`src/rtl/dma_xfer_pkg.sv`:
```
package dma_xfer_pkg;
    typedef enum logic [1:0] {
        REG_ADDR  = 2'd0,
        REG_COUNT = 2'd1,
        REG_CTRL  = 2'd2,
        REG_SPARE = 2'd3
    } reg_sel_e;

    localparam int CTRL_GO      = 0;
    localparam int CTRL_STEAL   = 1;
    localparam int CTRL_IRQ_CLR = 2;
    localparam int CTRL_ERR_CLR = 3;

    localparam int STAT_ACTIVE  = 0;
    localparam int STAT_IRQ     = 1;
    localparam int STAT_ERR     = 2;
endpackage

```
`src/rtl/dma_cfg_regs.sv`:
```
module dma_cfg_regs
    import dma_xfer_pkg::*;
#(
    parameter int AW    = 16,
    parameter int CW    = 5,
    parameter int DEPTH = 16,
    parameter int RW    = 32
) (
    input  logic          clk,
    input  logic          rst_n,
    input  logic          cfg_we,
    input  logic [1:0]    cfg_addr,
    input  logic [RW-1:0] cfg_wdata,
    output logic [RW-1:0] cfg_rdata,
    input  logic          active,
    input  logic          done,
    output logic [AW-1:0] start_addr,
    output logic [CW-1:0] word_cnt,
    output logic          go,
    output logic          go_steal,
    output logic          irq
);
    typedef struct packed {
        logic [AW-1:0] addr;
        logic [CW-1:0] cnt;
        logic          irq;
        logic          err;
    } cfg_state_t;

    cfg_state_t st_d, st_q;
    logic       ctrl_wr;

    always_comb begin
        st_d     = st_q;
        ctrl_wr  = cfg_we && (cfg_addr == REG_CTRL);
        go       = ctrl_wr && cfg_wdata[CTRL_GO];
        go_steal = cfg_wdata[CTRL_STEAL];
        if (cfg_we && cfg_addr == REG_ADDR) begin
            st_d.addr = cfg_wdata[AW-1:0];
        end
        if (cfg_we && cfg_addr == REG_COUNT) begin
            if (cfg_wdata > RW'(DEPTH)) begin
                st_d.cnt = CW'(DEPTH);
            end else begin
                st_d.cnt = cfg_wdata[CW-1:0];
            end
        end
        if (ctrl_wr && cfg_wdata[CTRL_IRQ_CLR]) begin
            st_d.irq = 1'b0;
        end
        if (ctrl_wr && cfg_wdata[CTRL_ERR_CLR]) begin
            st_d.err = 1'b0;
        end
        if (go && active) begin
            st_d.err = 1'b1;
        end
        if (done) begin
            st_d.irq = 1'b1;
        end
    end

    always_ff @(posedge clk) begin
        if (!rst_n) begin
            st_q <= '0;
        end else begin
            st_q <= st_d;
        end
    end

    always_comb begin
        cfg_rdata = '0;
        case (cfg_addr)
            REG_ADDR:  cfg_rdata[AW-1:0] = st_q.addr;
            REG_COUNT: cfg_rdata[CW-1:0] = st_q.cnt;
            REG_CTRL: begin
                cfg_rdata[STAT_ACTIVE] = active;
                cfg_rdata[STAT_IRQ]    = st_q.irq;
                cfg_rdata[STAT_ERR]    = st_q.err;
            end
            default:   cfg_rdata = '0;
        endcase
    end

    assign start_addr = st_q.addr;
    assign word_cnt   = st_q.cnt;
    assign irq        = st_q.irq;
endmodule

```
`src/rtl/dma_word_buf.sv`:
```
module dma_word_buf #(
    parameter int DW    = 32,
    parameter int DEPTH = 16,
    parameter int IW    = 4
) (
    input  logic          clk,
    input  logic          rst_n,
    input  logic          wr_en,
    input  logic [IW-1:0] wr_idx,
    input  logic [DW-1:0] wr_data,
    input  logic [IW-1:0] rd_idx,
    output logic [DW-1:0] rd_data
);
    logic [DW-1:0] word_q [DEPTH];
    logic [DW-1:0] word_d [DEPTH];

    for (genvar gi = 0; gi < DEPTH; gi++) begin : g_word
        always_comb begin
            word_d[gi] = word_q[gi];
            if (wr_en && wr_idx == IW'(gi)) begin
                word_d[gi] = wr_data;
            end
        end

        always_ff @(posedge clk) begin
            if (!rst_n) begin
                word_q[gi] <= '0;
            end else begin
                word_q[gi] <= word_d[gi];
            end
        end
    end

    always_comb begin
        rd_data = '0;
        for (int k = 0; k < DEPTH; k++) begin
            if (rd_idx == IW'(k)) begin
                rd_data = word_q[k];
            end
        end
    end
endmodule

```
`src/rtl/dma_xfer_ctrl.sv`:
```
module dma_xfer_ctrl #(
    parameter int AW = 16,
    parameter int CW = 5,
    parameter int IW = 4
) (
    input  logic          clk,
    input  logic          rst_n,
    input  logic          go,
    input  logic          go_steal,
    input  logic [AW-1:0] start_addr,
    input  logic [CW-1:0] word_cnt,
    input  logic          bus_gnt,
    input  logic          bus_busy,
    output logic          bus_req,
    output logic          mem_we,
    output logic [AW-1:0] mem_addr,
    output logic [IW-1:0] rd_idx,
    output logic          done,
    output logic          active,
    output logic          steal
);
    typedef struct packed {
        logic          active;
        logic          steal;
        logic [AW-1:0] addr;
        logic [CW-1:0] idx;
        logic [CW-1:0] left;
    } ctrl_state_t;

    ctrl_state_t st_d, st_q;
    logic        wr;

    always_comb begin
        st_d = st_q;
        done = 1'b0;
        wr   = st_q.active && bus_gnt && (!st_q.steal || !bus_busy);
        if (!st_q.active && go) begin
            if (word_cnt == '0) begin
                done = 1'b1;
            end else begin
                st_d.active = 1'b1;
                st_d.steal  = go_steal;
                st_d.addr   = start_addr;
                st_d.idx    = '0;
                st_d.left   = word_cnt;
            end
        end
        if (wr) begin
            st_d.addr = st_q.addr + AW'(1);
            st_d.idx  = st_q.idx + CW'(1);
            st_d.left = st_q.left - CW'(1);
            if (st_q.left == CW'(1)) begin
                st_d.active = 1'b0;
                done        = 1'b1;
            end
        end
    end

    always_ff @(posedge clk) begin
        if (!rst_n) begin
            st_q <= '0;
        end else begin
            st_q <= st_d;
        end
    end

    assign bus_req  = st_q.active;
    assign mem_we   = wr;
    assign mem_addr = st_q.addr;
    assign rd_idx   = st_q.idx[IW-1:0];
    assign active   = st_q.active;
    assign steal    = st_q.steal;
endmodule

```
`src/rtl/dma_xfer_engine.sv`:
```
module dma_xfer_engine #(
    parameter int AW    = 16,
    parameter int DW    = 32,
    parameter int DEPTH = 16,
    parameter int RW    = 32,
    localparam int IW   = (DEPTH > 1) ? $clog2(DEPTH) : 1,
    localparam int CW   = $clog2(DEPTH + 1)
) (
    input  logic          clk,
    input  logic          rst_n,
    input  logic          cfg_we,
    input  logic [1:0]    cfg_addr,
    input  logic [RW-1:0] cfg_wdata,
    output logic [RW-1:0] cfg_rdata,
    input  logic          buf_we,
    input  logic [IW-1:0] buf_idx,
    input  logic [DW-1:0] buf_wdata,
    output logic          bus_req,
    input  logic          bus_gnt,
    input  logic          bus_busy,
    output logic          mem_we,
    output logic [AW-1:0] mem_addr,
    output logic [DW-1:0] mem_wdata,
    output logic          irq
);
    logic [AW-1:0] start_addr;
    logic [CW-1:0] word_cnt;
    logic          go;
    logic          go_steal;
    logic          done;
    logic          active;
    logic          xfer_steal;
    logic [IW-1:0] rd_idx;

    dma_cfg_regs #(.AW(AW), .CW(CW), .DEPTH(DEPTH), .RW(RW)) u_regs (
        .clk        (clk),
        .rst_n      (rst_n),
        .cfg_we     (cfg_we),
        .cfg_addr   (cfg_addr),
        .cfg_wdata  (cfg_wdata),
        .cfg_rdata  (cfg_rdata),
        .active     (active),
        .done       (done),
        .start_addr (start_addr),
        .word_cnt   (word_cnt),
        .go         (go),
        .go_steal   (go_steal),
        .irq        (irq)
    );

    dma_word_buf #(.DW(DW), .DEPTH(DEPTH), .IW(IW)) u_buf (
        .clk     (clk),
        .rst_n   (rst_n),
        .wr_en   (buf_we),
        .wr_idx  (buf_idx),
        .wr_data (buf_wdata),
        .rd_idx  (rd_idx),
        .rd_data (mem_wdata)
    );

    dma_xfer_ctrl #(.AW(AW), .CW(CW), .IW(IW)) u_ctrl (
        .clk        (clk),
        .rst_n      (rst_n),
        .go         (go),
        .go_steal   (go_steal),
        .start_addr (start_addr),
        .word_cnt   (word_cnt),
        .bus_gnt    (bus_gnt),
        .bus_busy   (bus_busy),
        .bus_req    (bus_req),
        .mem_we     (mem_we),
        .mem_addr   (mem_addr),
        .rd_idx     (rd_idx),
        .done       (done),
        .active     (active),
        .steal      (xfer_steal)
    );
endmodule

```
`config.mk`:
```
export PLATFORM = sky130hd
export DESIGN_NAME = dma_xfer_engine
export DESIGN_NICKNAME = d
export VERILOG_FILES = /design/src/rtl/dma_xfer_pkg.sv /design/src/rtl/dma_cfg_regs.sv /design/src/rtl/dma_word_buf.sv /design/src/rtl/dma_xfer_ctrl.sv /design/src/rtl/dma_xfer_engine.sv
export SDC_FILE = /design/constraint.sdc
export NUM_CORES = 1
export LEC_CHECK = 0
export BUFFER_PORTS_ARGS = -buffer_cell sky130_fd_sc_hd__buf_4
export CAP_MARGIN = 25
export CORE_UTILIZATION = 45
export CTS_CLUSTER_DIAMETER = 30
export CTS_CLUSTER_SIZE = 10
export DETAILED_ROUTE_END_ITERATION = 10
export PLACE_DENSITY = 0.7
export SLEW_MARGIN = 20
export SYNTH_ARGS = -nofsm -noshare
export SYNTH_HDL_FRONTEND = slang
export SYNTH_SLANG_ARGS = --single-unit
```
`constraint.sdc`:
```
create_clock -name clk -period 5.35 [get_ports clk]
set_input_delay 0.535 -clock clk [delete_from_list [all_inputs] [get_ports clk]]
set_output_delay 0.535 -clock clk [all_outputs]
set_load 0.02 [all_outputs]
```
After elaboration in Yosys (flattened, before gate mapping)
Memories as Yosys holds them, arrays and structs flattened.
Cells that the tools add are included.
{"block": "totals", "regBits": 51, "ram_bits": 512, "word_cells": 171, "n_memories": 1}
{"block": "op_classes", "n_addsub": 3, "magnitude_cmp": 1, "n_eq_ne": 34, "n_mux": 67, "bitwise_logic": 17, "reduce_logical": 39}
{"name": "u_buf.word_q", "depth": 16, "width": 32, "rd": 16, "rd_ports_with_merged_regs": 0, "wr": 16, "line": "dma_word_buf.sv:14", "rtl": "logic [DW-1:0] word_q [DEPTH];"}
{"op": "$mux 32", "n": 48}
{"op": "$eq 4x4->1 const B", "n": 16}
{"op": "$mux 28", "n": 2}
{"op": "$eq 4x3->1 const B", "n": 8}
{"op": "$gt 32x5->1 const B", "n": 1}
{"op": "$logic_and 1x1->1", "n": 26}
{"op": "$mux 26", "n": 1}
{"op": "$add 16x1->16 const B", "n": 1}
{"op": "$eq 4x2->1 const B", "n": 4}
{"op": "$or 1x1->1", "n": 16}
{"op": "$mux 1", "n": 12}
{"op": "$mux 11", "n": 1}
{"op": "$pmux 3 s3", "n": 1}
{"op": "$eq 4x1->1 const B", "n": 2}
{"op": "$logic_not 4->1", "n": 2}
{"op": "$reduce_bool 2->1", "n": 3}
{"op": "$add 5x1->5 const B", "n": 1}
{"op": "$eq 5x1->1 const B", "n": 1}
{"op": "$logic_not 5->1", "n": 1}
{"op": "$mux 5", "n": 1}
{"op": "$sub 5x1->5 const B", "n": 1}
{"op": "$pmux 2 s2", "n": 1}
{"op": "$reduce_and 2->1", "n": 2}
{"op": "$logic_not 1->1", "n": 3}
{"op": "6 further kinds", "n": 6}

Longest topological paths before layout
{"block": "depth", "word_depth": 17, "depth_mapped": 11, "depth_no_buf": 7}

By module
A second synthesis with hierarchy kept.
{"block": "unflattened", "cells_unflattened": 3462, "hier_area_um2": 27512.6}
{"module": "dma_word_buf", "instances": 1, "cells_each": 3090, "area_each_um2": 24491.0, "seq_area_each_um2": 10249.8}
{"module": "dma_xfer_ctrl", "instances": 1, "cells_each": 193, "area_each_um2": 1582.8, "seq_area_each_um2": 540.5}
{"module": "dma_cfg_regs", "instances": 1, "cells_each": 179, "area_each_um2": 1438.9, "seq_area_each_um2": 460.4}

Worst setup path before layout
OpenSTA, ideal clock, no wires.
{"block": "synth_timing", "path_kind": "register -> output", "start": "register u_ctrl.st_q (netlist bit u_ctrl.rd_idx[0])", "end": "output port mem_wdata[31]", "t_arrival_ns": 2.154, "t_required_ns": 4.815, "path_slack_ns": 2.661, "path_stages_with_launch": 11, "path_buffers": 3, "path_cell_list": "dfxtp_1 > inv_1 > ha_1 > buf_2 > inv_1 > buf_2 > buf_2 > o21ai_0 > a21oi_1 > a211oi_1 > o32ai_1"}
{"block": "synth_between", "elab_chain_cells": 17}
{"element": "start, declared", "line": "dma_xfer_ctrl.sv:30", "rtl": "ctrl_state_t st_d, st_q;"}
{"element": "start signal, assigned", "line": "dma_xfer_ctrl.sv:63", "rtl": "st_q <= st_d;"}
{"element": "$logic_not 4->1", "line": "dma_word_buf.sv:37", "rtl": "if (rd_idx == IW'(k)) begin"}
{"element": "$mux 32 (15 in series)", "line": "dma_word_buf.sv:37"}
{"element": "$mux 32 *", "line": "dma_word_buf.sv:37"}
{"element": "end, declared", "line": "dma_xfer_engine.sv:23", "rtl": "output logic [DW-1:0] mem_wdata,"}
Mark *: on every way between the ends. The rest lies on a longest branch, timed or not.

Worst setup path after layout
{"block": "layout_timing", "start": "register u_ctrl.st_q (netlist bit u_ctrl.rd_idx[0])", "end": "output port mem_wdata[11]"}
The elaborated chain is that of the path after synthesis.

==> qor.yml <==
die:
  pin_count: 159
  die_h_um: 242
  dieArea_sq_mm: 0.0586
  core_sq_mm: 0.0566
  initial_core_util_pct: 45.8
  dieWidth_um: 242
  rows: 87
timing:
  timing.final.ws_setup_ns: 0.822
  grt_setup_unrepaired: "no"
  clock.fmax_mhz: 221
  period_needed_ns: 4.53
  hold_violations: 0
  relSlewSlack_pct: 24.7
  period_share_pct: 84.6
  fin_worst_skew_ns: 0.0118
  finalSetupViolCount: 0
  worst_pin_slew_ns: 1.13
  setup_tns_ns: 0
  slew_violations: 0
finish:
  drive_gt1_share_pct: 13.1
  regArea_sq_mm: 0.0113
  nNetsFinal: 3563
  fin_util_pct: 54.3
  multi_input_area_sq_mm: 0.0130
  diodes: 0
  nFillCells: 5333
  syn_to_final_growth_pct: 18.7
grt:
  grt_max_degree: 149
  antenna_found_initial: 1
  use_met1_pct: 42.0
  grtUsageTotal_pct: 30.6
  use_met3_pct: 7.61
  overflow: 0
  grt.met2_usage_pct: 45.7
  grt_pass1_vias: 24100
  grt_pass1_wl_um: 142000
  top_usage_layer: "met2"
clock_tree:
  cts_buffers: 115
  clkTransAtPathRegs_ns: 0.05
  clk_latency_ns: 0.65
  cts_hold_buffers: 0
  cts_tree: "yes"
  clock-sinks: 562
  cts_buffer_depth: 3
  ctsRootBufferMaster: "clkbuf_16"
  htreeDepth: 3
  post-cts-setup-buffers: 0
  ctsResizeCount: 0
worst_setup_path:
  reg2reg_slack_ns: 2.68
  crit_type: "reg -> out"
  cp.required_ns: 4.82
  r2r_cells: 6
  arrival_ns: 3.99
  end_kind: "output port"
  cp_max_fo: 55
  start_kind: "register"
  r2r_start: "u_ctrl.active"
  timing.rr.end: "u_ctrl.mem_addr[14]"
yosys:
  synth-edff-count: 0
  netlist_area_sq_mm: 0.0259
  synthCells: 3522
  synth-main-ff-cell: "dfxtp_1"
  ys_seq_area_share_pct: 43.4
  ys_ff_latch: 562
  ys_async_sr_fraction_pct: 0
  yosysWarningCount: 0
  syn_avg_cell_area_sq_um: 7.36
  synth_cell_types: 82
min_path:
  holdPathEnd: "u_regs.start_addr[15]"
  worstHoldPathType: "in -> reg"
  min_path_cells: 3
  hp-start: "cfg_wdata[15]"
place:
  place_hpwl_um: 56200
  gp_congestion: 0.961
  port_buffers: 142
  place_ws_ns: 1.50
pwr:
  p_leak_nw: 10.5
  power.density_mw_per_mm2: 387
  ir_worst_vdd_uv: 270
  power_mw: 11.9
drt:
  viasPerCell: 5.97
  wl_per_cell_um: 21.3
  drt_iter0_drc: 3309
  firstDrtPassIters: 6
  vias: 25800
  drc: 0
  antenna_left: 0
  routed_wirelength_um: 92000
run:
  cap_violations: 0
outcome:
  outcome: "finished, final reports clean"
synth_stat cells (17+ instances only):
cell type / number / area share [%]
buf_2: 87 / 1.7
a21oi_1: 674 / 13
a221o_1: 18 / 0.70
nand2_1: 1171 / 17
o221ai_1: 17 / 0.57
buf_4: 38 / 1.1
nand3_1: 29 / 0.56
a31oi_1: 18 / 0.43
inv_1: 32 / 0.46
o21a_1: 39 / 1.1
a221oi_1: 31 / 1.0
nand2b_1: 17 / 0.41
o2bb2ai_1: 21 / 0.71
a222oi_1: 18 / 0.70
clkbuf_1: 237 / 3.4
dfxtp_1: 562 / 43
o21ai_0: 82 / 1.6
a211oi_1: 17 / 0.49
and2_1: 25 / 0.60
a22oi_1: 17 / 0.49
o211ai_1: 24 / 0.70
o22ai_1: 26 / 0.63
nor2_1: 87 / 1.3
nand3b_1: 23 / 0.67
layout by cell type (no fill, tap or decap), types with 29 or more instances in the layout:
master and count:
nand3_1 29, o21a_1 39, dfxtp_1 560, a21oi_1 674, a221oi_1 31, buf_4 196
nand2_1 1167, o21ai_0 82, inv_1 31, clkbuf_16 115, nor2_1 75
area by class of cell:
type	count	share of cell area, %
Clock buffer	150	10.5
Clock inverter	55	2.23
Inverter	34	0.439
Multi-Input combinational cell	2567	42.2
Sequential cell	562	36.6
Tap cell	756	3.08
Timing Repair Buffer	200	5.02
power breakdown:
part	switching [mW]	internal, mW
registers	0.0342	4.25
clock network	2.33	4.81
logic	0.349	0.125
worst max-delay path, stage by stage, from the launching register on:
cell and delay (ns):
dfxtp_1 0.38, inv_1 0.19, ha_4 0.71, nand3b_4 0.39, nor2_2 0.68, a211o_1 0.24, o221ai_1 0.12, o22ai_1 0.39
buf_4 0.23
state kept, by name, summed over array words and instances, names as in the netlist:
register	count
u_regs.start_addr	16
u_ctrl.mem_addr	16
u_ctrl.steal	1
u_buf.word_q	512
u_ctrl.st_q	5
u_regs.st_q	1
u_ctrl.active	1
u_regs.irq	1
u_ctrl.rd_idx	4
u_regs.word_cnt	5
worst max-delay path by stage:
stage | slack, ns | end | depth (start not counted) | from
final | 0.82 | mem_wdata[11] | 8 | u_ctrl.rd_idx[0]
after detailed placement | 1.50 | mem_wdata[10] | 8 | u_ctrl.rd_idx[0]
after global placement | 1.55 | mem_wdata[10] | 8 | u_ctrl.rd_idx[1]
after global routing | 0.77 | mem_wdata[15] | 5 | u_ctrl.rd_idx[3]
after floorplan | 2.66 | mem_wdata[31] | 10 | u_ctrl.rd_idx[0]
after CTS | 0.82 | mem_wdata[10] | 8 | u_ctrl.rd_idx[0]
metrics by stage:
step	hold WS [ns]	cells	cell area [sq um]
5_1_grt	0.137	4324	30800
2_1_floorplan	0.431	3537	26000
6_report	0.139	4324	30800
3_3_place_gp	0.437	4118	26800
3_5_place_dp	0.442	4118	26800
4_1_cts	0.117	4323	30700
routing by layer:
| metal | wire (um) | part of all wire, % |
|---|---|---|
| met1 | 38500 | 42 |
| met2 | 39800 | 43 |
| met3 | 10800 | 12 |
| met4 | 2940 | 3.2 |
| met5 | 13 | 0.014 |
kinds of logic (layout without fill, tap and decap cells):
group	count (synthesis)	count (layout)	synth area share [%]
buffers and inverters	408	439	7.14
adder cells (fa/ha/maj)	7	7	0.338
multiplexers	7	7	0.280
other	1	16	0.0145
flip-flops	562	562	43.4
AND/OR/NAND/NOR	1446	1446	23.2
XOR/XNOR	3	3	0.101
AO/OA/AOI/OAI	1088	1088	25.5
Note: power is estimated with default switching activity, not from simulation.
